$ cat config.mk
export PLATFORM = sky130hd
export DESIGN_NAME = sad_motion_est
export DESIGN_NICKNAME = d
export VERILOG_FILES = /design/src/rtl/sad_pkg.sv /design/src/rtl/sad_lane_sum.sv /design/src/rtl/sad_scan_seq.sv /design/src/rtl/sad_min_track.sv /design/src/rtl/sad_motion_est.sv
export SDC_FILE = /design/constraint.sdc
export NUM_CORES = 1
export LEC_CHECK = 0
export CORE_MARGIN = 3
export CORE_UTILIZATION = 25
export DETAILED_ROUTE_END_ITERATION = 8
export DONT_BUFFER_PORTS = 1
export RECOVER_POWER = 25
export SETUP_SLACK_MARGIN = 0.15
export SLEW_MARGIN = 25
export SYNTH_ARGS = -nofsm -noshare
export SYNTH_HDL_FRONTEND = slang
export SYNTH_SLANG_ARGS = --single-unit
$ cat constraint.sdc
create_clock -name clk_i -period 10.1 [get_ports clk_i]
set_input_delay 3.03 -clock clk_i [delete_from_list [all_inputs] [get_ports clk_i]]
set_output_delay 3.03 -clock clk_i [all_outputs]
set_load 0.02 [all_outputs]
$ cat src/rtl/sad_pkg.sv
package sad_pkg;

  typedef enum logic {
    SCAN_IDLE,
    SCAN_RUN
  } scan_state_e;

  function automatic int unsigned w_of(input int unsigned n);
    return (n > 1) ? $clog2(n) : 1;
  endfunction

endpackage

$ cat src/rtl/sad_lane_sum.sv
module sad_lane_sum #(
  parameter int unsigned PIX_W = 8,
  parameter int unsigned LANES = 4,
  parameter int unsigned SUM_W = 10
) (
  input  logic [LANES*PIX_W-1:0] ref_i,
  input  logic [LANES*PIX_W-1:0] tgt_i,
  output logic [SUM_W-1:0]       sum_o
);

  logic [PIX_W-1:0] diff [LANES];

  for (genvar l = 0; l < LANES; l++) begin : g_lane
    logic [PIX_W-1:0] a, b;
    assign a       = ref_i[l*PIX_W +: PIX_W];
    assign b       = tgt_i[l*PIX_W +: PIX_W];
    assign diff[l] = (a >= b) ? (a - b) : (b - a);
  end

  always_comb begin
    sum_o = '0;
    for (int l = 0; l < LANES; l++) sum_o = sum_o + SUM_W'(diff[l]);
  end

endmodule

$ cat src/rtl/sad_scan_seq.sv
module sad_scan_seq
  import sad_pkg::*;
#(
  parameter int unsigned MB     = 16,
  parameter int unsigned LANES  = 4,
  parameter int unsigned RANGE  = 4,
  parameter int unsigned REF_AW = 6,
  parameter int unsigned TGT_AW = 10,
  parameter int unsigned MV_W   = 4
) (
  input  logic              clk_i,
  input  logic              rst_ni,
  input  logic              start_i,
  output logic [REF_AW-1:0] ref_addr_o,
  output logic [TGT_AW-1:0] tgt_addr_o,
  output logic              issue_o,
  output logic              first_o,
  output logic              last_o,
  output logic              final_o,
  output logic              cand0_o,
  output logic [MV_W-1:0]   dx_o,
  output logic [MV_W-1:0]   dy_o
);

  localparam int unsigned GRPS  = MB / LANES;
  localparam int unsigned WIN   = MB + 2 * RANGE;
  localparam int unsigned SPAN  = 2 * RANGE + 1;
  localparam int unsigned GRP_W = w_of(GRPS);
  localparam int unsigned ROW_W = w_of(MB);
  localparam int unsigned POS_W = w_of(SPAN);

  scan_state_e       state;
  logic [GRP_W-1:0]  grp;
  logic [ROW_W-1:0]  row;
  logic [POS_W-1:0]  cx, cy;
  logic [TGT_AW-1:0] row_base, cand_base, cand_next;
  logic              grp_end, row_end, cx_end, cy_end;

  assign grp_end = grp == GRP_W'(GRPS - 1);
  assign row_end = row == ROW_W'(MB - 1);
  assign cx_end  = cx == POS_W'(SPAN - 1);
  assign cy_end  = cy == POS_W'(SPAN - 1);

  // next candidate origin: step right, or wrap to the next window row
  always_comb begin
    if (cx_end && cy_end) cand_next = '0;
    else if (cx_end)      cand_next = cand_base + TGT_AW'(WIN - (SPAN - 1));
    else                  cand_next = cand_base + TGT_AW'(1);
  end

  always_ff @(posedge clk_i or negedge rst_ni) begin
    if (!rst_ni) begin
      state     <= SCAN_IDLE;
      grp       <= '0;
      row       <= '0;
      cx        <= '0;
      cy        <= '0;
      row_base  <= '0;
      cand_base <= '0;
    end else begin
      case (state)
        SCAN_IDLE: begin
          if (start_i) begin
            state     <= SCAN_RUN;
            grp       <= '0;
            row       <= '0;
            cx        <= '0;
            cy        <= '0;
            row_base  <= '0;
            cand_base <= '0;
          end
        end
        SCAN_RUN: begin
          grp <= grp_end ? '0 : grp + GRP_W'(1);
          if (grp_end) begin
            if (row_end) begin
              row       <= '0;
              cand_base <= cand_next;
              row_base  <= cand_next;
              if (cx_end) begin
                cx <= '0;
                cy <= cy_end ? '0 : cy + POS_W'(1);
                if (cy_end) state <= SCAN_IDLE;
              end else begin
                cx <= cx + POS_W'(1);
              end
            end else begin
              row      <= row + ROW_W'(1);
              row_base <= row_base + TGT_AW'(WIN);
            end
          end
        end
        default: state <= SCAN_IDLE;
      endcase
    end
  end

  assign ref_addr_o = REF_AW'(row) * REF_AW'(GRPS) + REF_AW'(grp);
  assign tgt_addr_o = row_base + TGT_AW'(grp) * TGT_AW'(LANES);
  assign issue_o    = state == SCAN_RUN;
  assign first_o    = (grp == '0) && (row == '0);
  assign last_o     = grp_end && row_end;
  assign final_o    = last_o && cx_end && cy_end;
  assign cand0_o    = (cx == '0) && (cy == '0);
  assign dx_o       = MV_W'(cx) - MV_W'(RANGE);
  assign dy_o       = MV_W'(cy) - MV_W'(RANGE);

endmodule

$ cat src/rtl/sad_min_track.sv
module sad_min_track #(
  parameter int unsigned ACC_W = 16,
  parameter int unsigned SUM_W = 10,
  parameter int unsigned MV_W  = 4
) (
  input  logic             clk_i,
  input  logic             rst_ni,
  input  logic             valid_i,
  input  logic             first_i,
  input  logic             last_i,
  input  logic             final_i,
  input  logic             cand0_i,
  input  logic [MV_W-1:0]  dx_i,
  input  logic [MV_W-1:0]  dy_i,
  input  logic [SUM_W-1:0] sum_i,
  output logic [ACC_W-1:0] best_sad_o,
  output logic [MV_W-1:0]  mv_dx_o,
  output logic [MV_W-1:0]  mv_dy_o,
  output logic             done_o
);

  logic [ACC_W-1:0] acc, run_sad, total;
  logic [MV_W-1:0]  run_dx, run_dy;
  logic             take;

  assign total = (first_i ? '0 : acc) + ACC_W'(sum_i);
  // strict less-than keeps the earliest of equal candidates
  assign take  = cand0_i || (total < run_sad);

  always_ff @(posedge clk_i or negedge rst_ni) begin
    if (!rst_ni) begin
      acc        <= '0;
      run_sad    <= '0;
      run_dx     <= '0;
      run_dy     <= '0;
      best_sad_o <= '0;
      mv_dx_o    <= '0;
      mv_dy_o    <= '0;
      done_o     <= 1'b0;
    end else begin
      done_o <= 1'b0;
      if (valid_i) begin
        acc <= total;
        if (last_i && take) begin
          run_sad <= total;
          run_dx  <= dx_i;
          run_dy  <= dy_i;
        end
        if (final_i) begin
          best_sad_o <= take ? total : run_sad;
          mv_dx_o    <= take ? dx_i  : run_dx;
          mv_dy_o    <= take ? dy_i  : run_dy;
          done_o     <= 1'b1;
        end
      end
    end
  end

endmodule

$ cat src/rtl/sad_motion_est.sv
module sad_motion_est #(
  parameter  int unsigned PIX_W  = 8,
  parameter  int unsigned LANES  = 4,
  parameter  int unsigned MB     = 16,
  parameter  int unsigned RANGE  = 4,
  parameter  int unsigned ACC_W  = 16,
  localparam int unsigned WIN    = MB + 2 * RANGE,
  localparam int unsigned REF_AW = sad_pkg::w_of(MB * MB / LANES),
  localparam int unsigned TGT_AW = sad_pkg::w_of(WIN * WIN),
  localparam int unsigned MV_W   = $clog2(RANGE + 1) + 1,
  localparam int unsigned DAT_W  = LANES * PIX_W
) (
  input  logic                    clk_i,
  input  logic                    rst_ni,
  input  logic                    start_i,
  output logic [REF_AW-1:0]       ref_addr_o,
  input  logic [DAT_W-1:0]        ref_data_i,
  output logic [TGT_AW-1:0]       tgt_addr_o,
  input  logic [DAT_W-1:0]        tgt_data_i,
  output logic                    done_o,
  output logic [ACC_W-1:0]        best_sad_o,
  output logic signed [MV_W-1:0]  mv_dx_o,
  output logic signed [MV_W-1:0]  mv_dy_o
);

  localparam int unsigned SUM_W = PIX_W + sad_pkg::w_of(LANES);

  logic            s_issue, s_first, s_last, s_final, s_cand0;
  logic [MV_W-1:0] s_dx, s_dy;

  // tags delayed one cycle to line up with the memory read latency
  logic            q_valid, q_first, q_last, q_final, q_cand0;
  logic [MV_W-1:0] q_dx, q_dy;

  logic [SUM_W-1:0] grp_sum;
  logic [MV_W-1:0]  out_dx, out_dy;

  sad_scan_seq #(
    .MB(MB), .LANES(LANES), .RANGE(RANGE),
    .REF_AW(REF_AW), .TGT_AW(TGT_AW), .MV_W(MV_W)
  ) u_seq (
    .clk_i      (clk_i),
    .rst_ni     (rst_ni),
    .start_i    (start_i),
    .ref_addr_o (ref_addr_o),
    .tgt_addr_o (tgt_addr_o),
    .issue_o    (s_issue),
    .first_o    (s_first),
    .last_o     (s_last),
    .final_o    (s_final),
    .cand0_o    (s_cand0),
    .dx_o       (s_dx),
    .dy_o       (s_dy)
  );

  always_ff @(posedge clk_i or negedge rst_ni) begin
    if (!rst_ni) begin
      q_valid <= 1'b0;
      q_first <= 1'b0;
      q_last  <= 1'b0;
      q_final <= 1'b0;
      q_cand0 <= 1'b0;
      q_dx    <= '0;
      q_dy    <= '0;
    end else begin
      q_valid <= s_issue;
      q_first <= s_first;
      q_last  <= s_last;
      q_final <= s_final;
      q_cand0 <= s_cand0;
      q_dx    <= s_dx;
      q_dy    <= s_dy;
    end
  end

  sad_lane_sum #(.PIX_W(PIX_W), .LANES(LANES), .SUM_W(SUM_W)) u_lanes (
    .ref_i (ref_data_i),
    .tgt_i (tgt_data_i),
    .sum_o (grp_sum)
  );

  sad_min_track #(.ACC_W(ACC_W), .SUM_W(SUM_W), .MV_W(MV_W)) u_track (
    .clk_i      (clk_i),
    .rst_ni     (rst_ni),
    .valid_i    (q_valid),
    .first_i    (q_first),
    .last_i     (q_last),
    .final_i    (q_final),
    .cand0_i    (q_cand0),
    .dx_i       (q_dx),
    .dy_i       (q_dy),
    .sum_i      (grp_sum),
    .best_sad_o (best_sad_o),
    .mv_dx_o    (out_dx),
    .mv_dy_o    (out_dy),
    .done_o     (done_o)
  );

  assign mv_dx_o = out_dx;
  assign mv_dy_o = out_dy;

endmodule

==> metrics.txt, run 1 <==
status=completed; clock slew at reported path FFs=60 ps; hold_ws=between 400 and 500 ps; Slew Viols, Final=0; Hold Violations, Final=0; Multi-input gate area=approximately 6600 um2; WL per Instance=14.5 um; Worst-Skew Late Latency=between 400 and 500 ps; ANT cells=0; CP max stage delay=about 560 ps; initial antenna violation count=0; Yosys top cell by area=dfrtp_1; largest net degree at the start of global routing=approximately 110; RSZ-0062 raised after global routing=yes; Crit Reg-Reg Startpoint=q_first; Final min period=9970 ps; placed cell count=~1.6k; Die Y=about 200 um; GR peak layer=met2; CP Launch Point=ref_data_i[0]; CTS Sinks=roughly 110; share of layout cells above drive strength 1=0.207; GRT met2 Usage=0.195; Worst Max-Slew Pin Slew=around 1000 ps; Filler Cell Count=a little under 4k; Setup Skew=between 10 and 15 ps; CTS tree=yes; Die X=203 um; RePlAce Congestion=about 0.85; WS Path Type=in2reg; Synth Flop Type=dfrtp_1; H-tree Lvls=4; Slew HR=0.330; initial core utilization=0.256; R2R depth=18; std cell rows=a little over 70; TritonCTS Buffers=17; final setup fails=0; Post-DRT Antenna Nets=0; Final Cycle Share=0.987; Ports=between 100 and 150; vias in the first global route=7912; register area=about 2800 um2; required time of the critical path=between 10000 and 15000 ps; Vias/cell=4.63; CTS Buffer Depth=2; syn avg cell area=around 9 um2; R2R Setup Slk=approximately 5600 ps; HP Start=u_seq.cy[0]; achievable frequency=roughly 100 MHz; DRT Pass-1 Iters=4; max cap viols=0; first-pass GRT wire length=~40000 um; Overflow after GRT=0; GR Layer Usage met3=0.0308; CP max stage cell=fa_1; Setup crit end=u_track.run_dx[2]; Total Routing Usage GR=0.116; CP Launch Type=primary input; worst path arrival time=slightly above 10000 ps; Distinct cells, synth=60; Post-Synthesis Cells=roughly 1.1k; DR vias=roughly 7.8k; synth top area cells=dfrtp_1, ha_1, inv_1, fa_1, nand2_1; CTS root buf=clkbuf_16; Yosys top cell area share=0.291; DRC viols=0; Syn. warnings=0; FF+latch count, synth=~110; crit end category=flip-flop; syn_nets=1290; RR Endpoint=u_track.run_dx[2]; Routed Wire Length=24300 um; Post-synth EDFFs=0; Mapped Area=a little under 10000 um2; I/O Buffers=0; Seq/Total Area, Yosys=0.291; DPL Wire Length=about 18000 um; CORE AREA=around 38000 um2; DRT iter0 DRCs=309; Hold Crit Class=reg2reg; FFs w/ async S/R, synth=1.00; Layout area overhead=23.3%; CP max FO=6; die area=about 41000 um2; non-filler instance count after layout=1678; Final nets=between 1k and 1.5k; GRT met1 Usage=0.153
[metal layers]
| layer | up-vias | share of wire |
|---|---|---|
| met5 | - | 0 |
| met4 | 0 | 0.010 |
| met3 | 19 | 0.055 |
| met2 | 138 | 0.48 |
| met1 | 3758 | 0.46 |
| li1 | 3855 | - |
[cells in the final DEF, fill, tap and decap left out, types with 11 or more instances in the layout]
cell         n
mux2_2      22
o21bai_1    11
nor2b_1     21
xor2_1      19
ha_1       109
a21oi_2     17
xnor2_1     33
fa_1        17
buf_4       72
clkbuf_16   17
nand3_1     18
dfrtp_1    113
o21ai_0     51
nor3_1      11
o21ai_1     11
a31oi_1     12
o31ai_1     11
inv_1      146
mux2i_1     31
nor2_1      38
nand2_1    100
a21o_1      37
mux2_4      21
a21oi_1     50
[cells by family (layout without fill, tap and decap cells)]
| group | count (synthesis) | in the layout | synth area share |
|---|---|---|---|
| adder cells (fa/ha/maj) | 138 | 138 | 0.193 |
| AND/OR/NAND/NOR | 249 | 252 | 0.123 |
| multiplexers | 75 | 75 | 0.0897 |
| AO/OA/AOI/OAI | 265 | 265 | 0.175 |
| XOR/XNOR | 57 | 57 | 0.0514 |
| buffers and inverters | 188 | 267 | 0.0769 |
| flip-flops | 113 | 113 | 0.291 |
[worst max-delay path, delay by kind of cell]
| family | cells | cell delay, ps |
|---|---|---|
| adder cells (fa/ha/maj) | 7 | 2220 |
| multiplexers | 2 | 650 |
| XOR/XNOR | 3 | 450 |
| AND/OR/NAND/NOR | 7 | 1360 |
| AO/OA/AOI/OAI | 14 | 2290 |
| buffers and inverters | 4 | 250 |
[final cells by class]
class / instances / share of cell area
clock inverter: 13 / 0.0173
inverter: 154 / 0.0504
timing repair buffer: 81 / 0.0571
sequential: 113 / 0.236
clock buffer: 19 / 0.0370
multi-input combinational: 787 / 0.549
tap: 511 / 0.0534
[flip-flops by register name, indices dropped and copies added, names as in the netlist, 2 cells and up]
name,count
u_track.mv_dy_o,4
q_dx,4
u_track.acc,16
u_seq.row_base,10
u_seq.cx,4
u_track.run_dx,4
u_seq.cy,4
u_seq.cand_base,10
q_dy,4
u_track.run_dy,4
u_track.mv_dx_o,4
u_seq.row,4
u_seq.grp,2
u_track.run_sad,16
u_track.best_sad_o,16
[cells in the mapped netlist (all sizes together) (5+ instances only)]
| library cell | number |
|---|---|
| nor3 | 11 |
| and3 | 8 |
| a211oi | 7 |
| buf | 12 |
| xor2 | 21 |
| nor2 | 40 |
| o21bai | 12 |
| xnor2 | 36 |
| or2 | 5 |
| nand3 | 19 |
| fa | 20 |
| nand2b | 10 |
| mux2i | 32 |
| a21oi | 71 |
| nor2b | 22 |
| nand4 | 9 |
| a211o | 5 |
| a31oi | 12 |
| a21o | 37 |
| clkbuf | 22 |
| dfrtp | 113 |
| ha | 118 |
| o21ai | 70 |
| nand2 | 105 |
| inv | 154 |
| mux2 | 43 |
| o31ai | 11 |
[worst min path at each step]
stage / cells after the start / slack, ps / to
final: 0 / 440 / q_dy[0]
after global routing: 0 / 470 / q_dx[1]
after CTS: 0 / 450 / q_dy[0]
after detailed placement: 0 / 420 / q_dy[0]
after global placement: 0 / 420 / q_dy[0]
after floorplan: 0 / 390 / q_valid
[what timing repair did]
action,4_1_cts,5_1_grt
gates resized for setup,25,50
pin swaps,38,31
setup endpoints to repair,48,48
setup buffers,9,6
hold buffers,0,0
gates cloned,4,0
[stage by stage]
step | util | setup TNS, ps | cell area (um2) | worst slack, ps
after floorplan | - | -495 | 9900 | -27.9
after global placement | 0.285 | -12800 | 10900 | -389
after detailed placement | 0.285 | -20530 | 10900 | -557
after CTS | 0.308 | 0 | 11700 | 112
after global routing | 0.315 | -8790 | 12000 | -235
final | 0.315 | 0 | 12000 | 134
Power of run 1 is not shown: default switching activity piles up to over one toggle a cycle in this logic, so the estimate is an artifact.
==> run 2, diff against run 1 <==
CORE_UTILIZATION = 30   (was 25)
==> metrics.txt, run 2 (synthesis results as in run 1) <==
Top Registers=u_track.acc: 16 flops, u_track.best_sad_o: 16 flops, u_track.run_sad: 16 flops; non-filler instance count after layout=approximately 1.6k; Final min period=~10000 ps; initial antenna violation count=0; Total Routing Usage GR=0.134; Routed Wire Length=23300 um; Hold Violations, Final=0; Slew HR=0.372; CP max FO=6; DR vias=approximately 7.6k; Slew Viols, Final=0; I/O Buffers=0; CP Launch Type=primary input; CTS tree=yes; CORE AREA=31700 um2; RSZ-0062 raised after global routing=yes; first-pass GRT wire length=between 30000 and 40000 um; Post-DRT Antenna Nets=0; std cell rows=65; crit end category=flip-flop; vias in the first global route=around 7.7k; worst path arrival time=10300 ps; WL per Instance=~15 um; Overflow after GRT=0; Hold Crit Class=reg2reg; Ports=around 110; initial core utilization=0.306; most frequent cells in the layout=inv_1, dfrtp_1, ha_1, nand2_1, buf_4; Vias/cell=4.86; DRC viols=0; share of layout cells above drive strength 1=0.189; TritonCTS Buffers=17; achievable frequency=~100 MHz; Final Cycle Share=0.989; clock slew at reported path FFs=around 60 ps; die area=34600 um2; CTS root buf=clkbuf_16; Worst-Skew Late Latency=roughly 430 ps; largest net degree at the start of global routing=between 100 and 150; ANT cells=0; max cap viols=0; commonest non-fill, non-tap cell in the layout=inv_1; status=completed; WS Path Type=in2reg; placed cell count=1512; DRT iter0 DRCs=~320; final setup fails=0; Setup Skew=roughly 8 ps; H-tree Lvls=4; Worst Max-Slew Pin Slew=between 900 and 1000 ps; Die X=around 190 um; Filler Cell Count=about 3.2k; CP max stage delay=about 550 ps; Die Y=roughly 190 um; RePlAce Congestion=a little over 0.8; required time of the critical path=between 10000 and 15000 ps; Layout area overhead=19.1%; CTS Buffer Depth=2; hold-fix buffers at CTS=0; WP buf/inv=5; DRT Pass-1 Iters=5; CP max stage cell=fa_1; DPL Wire Length=about 18000 um; Final nets=about 1.3k; R2R Setup Slk=roughly 5500 ps; CTS Sinks=~110; Largest delay share family, worst path=compound AO/OA/AOI/OAI gates
-- run 2: changes by cell type in the layout (fill, tap and decap cells not counted), moves of 4 or more --
cell	change
o21ai_0	+5
nand2_1	+4
buf_4	-10
a21oi_2	-4
inv_6	+4
o21ai_1	-6
a21oi_1	+7
nand2_2	-4
-- run 2: per-layer routing --
layer | track usage | vias to the layer above | wire length [um]
met3 | 0.0393 | 17 | 1220
li1 | - | 3836 | -
met2 | 0.226 | 114 | 11300
met5 | 0 | - | 0
met4 | 0.0325 | 0 | 210
met1 | 0.171 | 3593 | 10700
-- run 2: timing repair --
item                                    CTS  global route
gates cloned                              0             2
pin swaps                                 1            46
setup buffers                             0             8
gates resized for setup                   0            49
endpoints found under the setup margin   12            48
-- run 2: path summary, 6_finish.rpt --
path,startpoint,end,cells past startpoint
max,ref_data_i[8],u_track.run_sad[2],35
min,u_seq.cy[0],q_dy[0],0
max reg2reg,q_first,u_track.run_sad[2],19
min reg2reg,u_seq.cy[0],q_dy[0],0
max in group asynchronous,rst_ni,u_track.acc[2],0
min in group asynchronous,rst_ni,u_seq.row_base[0],0
-- run 2: area by class of cell --
type	count	area, um2	area share
Multi-Input combinational cell	786	6510	0.563
Sequential cell	113	2830	0.244
Inverter	154	591	0.0510
Timing Repair Buffer	67	543	0.0469
Tap cell	402	503	0.0435
Clock buffer	17	425	0.0368
Clock inverter	15	170	0.0147
-- run 2: stage by stage --
| stage | setup TNS [ps] | utilization | worst slack, ps | cell area (um2) | hold slack, ps |
|---|---|---|---|---|---|
| floorplan | -495 | - | -27.9 | 9900 | 393 |
| global placement | -5960 | 0.337 | -215 | 10700 | 431 |
| detailed placement | -10150 | 0.337 | -340 | 10700 | 437 |
| CTS | 0 | 0.356 | 98.6 | 11300 | 452 |
| global route | -7130 | 0.365 | -229 | 11600 | 475 |
| finish | 0 | 0.365 | 110 | 11600 | 446 |
Power of run 2 is left out for the same reason.
==> run 3, diff against run 2 <==
CTS_BUF_LIST = sky130_fd_sc_hd__clkbuf_4 sky130_fd_sc_hd__clkbuf_8   (was not set)
==> metrics.txt, run 3 (synthesis results as in run 1) <==
Layout area overhead=17.8%; initial core utilization=0.306; clock slew at reported path FFs=about 80 ps; Ports=roughly 110; required time of the critical path=~10000 ps; Slew HR=0.360; Die Y=about 190 um; Top Registers=u_track.acc: 16 flops, u_track.best_sad_o: 16 flops, u_track.run_sad: 16 flops; DP Area=~11000 um2; Routed Wire Length=about 23000 um; R2R Setup Slk=roughly 5500 ps; CORE AREA=31700 um2; pre-CTS setup slack=-340 ps; initial antenna violation count=0; worst path arrival time=10240 ps; Overflow after GRT=0; placed cell count=between 1.5k and 2k; Worst Max-Slew Pin Slew=934 ps; WL per Instance=15.1 um; Final min period=9900 ps; Final Cycle Share=0.980; CTS root buf=clkbuf_8; CTS Sinks=113; commonest non-fill, non-tap cell in the layout=inv_1; TritonCTS Buffers=17; RSZ-0062 raised after global routing=yes; CP max stage cell=or4_4; first-pass GRT wire length=approximately 38000 um; Total Routing Usage GR=0.133; crit end category=flip-flop; CP max stage delay=540 ps; CTS tree=yes; DRT iter0 DRCs=345; Final nets=roughly 1.3k; I/O Buffers=0; vias in the first global route=approximately 7.7k; CP max FO=6; largest net degree at the start of global routing=114; Filler Cell Count=between 3k and 4k; hold_ws=between 400 and 500 ps; ANT cells=0; CP Launch Type=primary input; Slew Viols, Final=0; non-filler instance count after layout=around 1.6k; Hold Crit Class=reg2reg; Die X=between 150 and 200 um; H-tree Lvls=4; WS Path Type=in2reg; Setup Skew=around 11 ps; DRT Pass-1 Iters=4; share of layout cells above drive strength 1=0.192; Hold Violations, Final=0; achievable frequency=just over 100 MHz; hold-fix buffers at CTS=0; most frequent cells in the layout=inv_1, dfrtp_1, ha_1, nand2_1, buf_4; Worst-Skew Late Latency=around 450 ps; DRC viols=0; status=completed; Vias/cell=~4.9; DPL Wire Length=~18000 um; DR vias=roughly 7.6k; die area=34600 um2; max cap viols=0; std cell rows=65; final worst slack=between 150 and 200 ps; final setup fails=0; RePlAce Congestion=around 0.81; CTS Buffer Depth=2; post-route cell area=11400 um2; Post-DRT Antenna Nets=0
run 3: changes by cell type in the layout (fill, tap and decap cells not counted), sizes merged:
cell / before / now
and3: 10 / 11
clkbuf: 17 / 19
buf: 67 / 66
run 3: final timing paths:
kind / depth (start not counted) / start / to
max: 37 / ref_data_i[0] / u_track.run_dy[2]
min: 0 / u_seq.cy[0] / q_dy[0]
max reg2reg: 18 / q_first / u_track.run_dy[2]
min reg2reg: 0 / u_seq.cy[0] / q_dy[0]
max in group asynchronous: 0 / rst_ni / u_track.acc[2]
min in group asynchronous: 0 / rst_ni / u_seq.row_base[0]
run 3: what timing repair did:
item | CTS | global route
setup endpoints to repair | 1 | 48
gates resized for setup | 0 | 65
gates cloned | 0 | 5
buffers inserted | 0 | 7
pin swaps | 1 | 52
run 3: worst max-delay path: cells and delay by family:
kind,cells,cell delay [ps]
AO/OA/AOI/OAI,12,2020
XOR/XNOR,1,210
adder cells (fa/ha/maj),8,2520
buffers and inverters,6,370
multiplexers,2,620
AND/OR/NAND/NOR,8,1490
run 3: layout make-up:
cell class / count / area [um2] / share of cell area
Sequential cell: 113 / 2830 / 0.247
Clock inverter: 15 / 170 / 0.0149
Inverter: 154 / 591 / 0.0516
Timing Repair Buffer: 68 / 594 / 0.0519
Multi-Input combinational cell: 787 / 6530 / 0.570
Tap cell: 402 / 503 / 0.0439
Clock buffer: 17 / 234 / 0.0204
run 3: per-layer routing:
metal / global-route usage / up-vias / wire [um]
met4: 0.0325 / 0 / 286
met5: 0 / - / 0
met3: 0.0360 / 23 / 1250
li1: - / 3836 / -
met2: 0.224 / 115 / 11300
met1: 0.171 / 3618 / 10600
run 3: metrics by stage:
stage | TNS [ps] | util
floorplan | -495 | -
global route | -3690 | 0.361
global placement | -5960 | 0.337
CTS | 0 | 0.350
detailed placement | -10150 | 0.337
finish | 0 | 0.361
Power of run 3 is left out for the same reason.
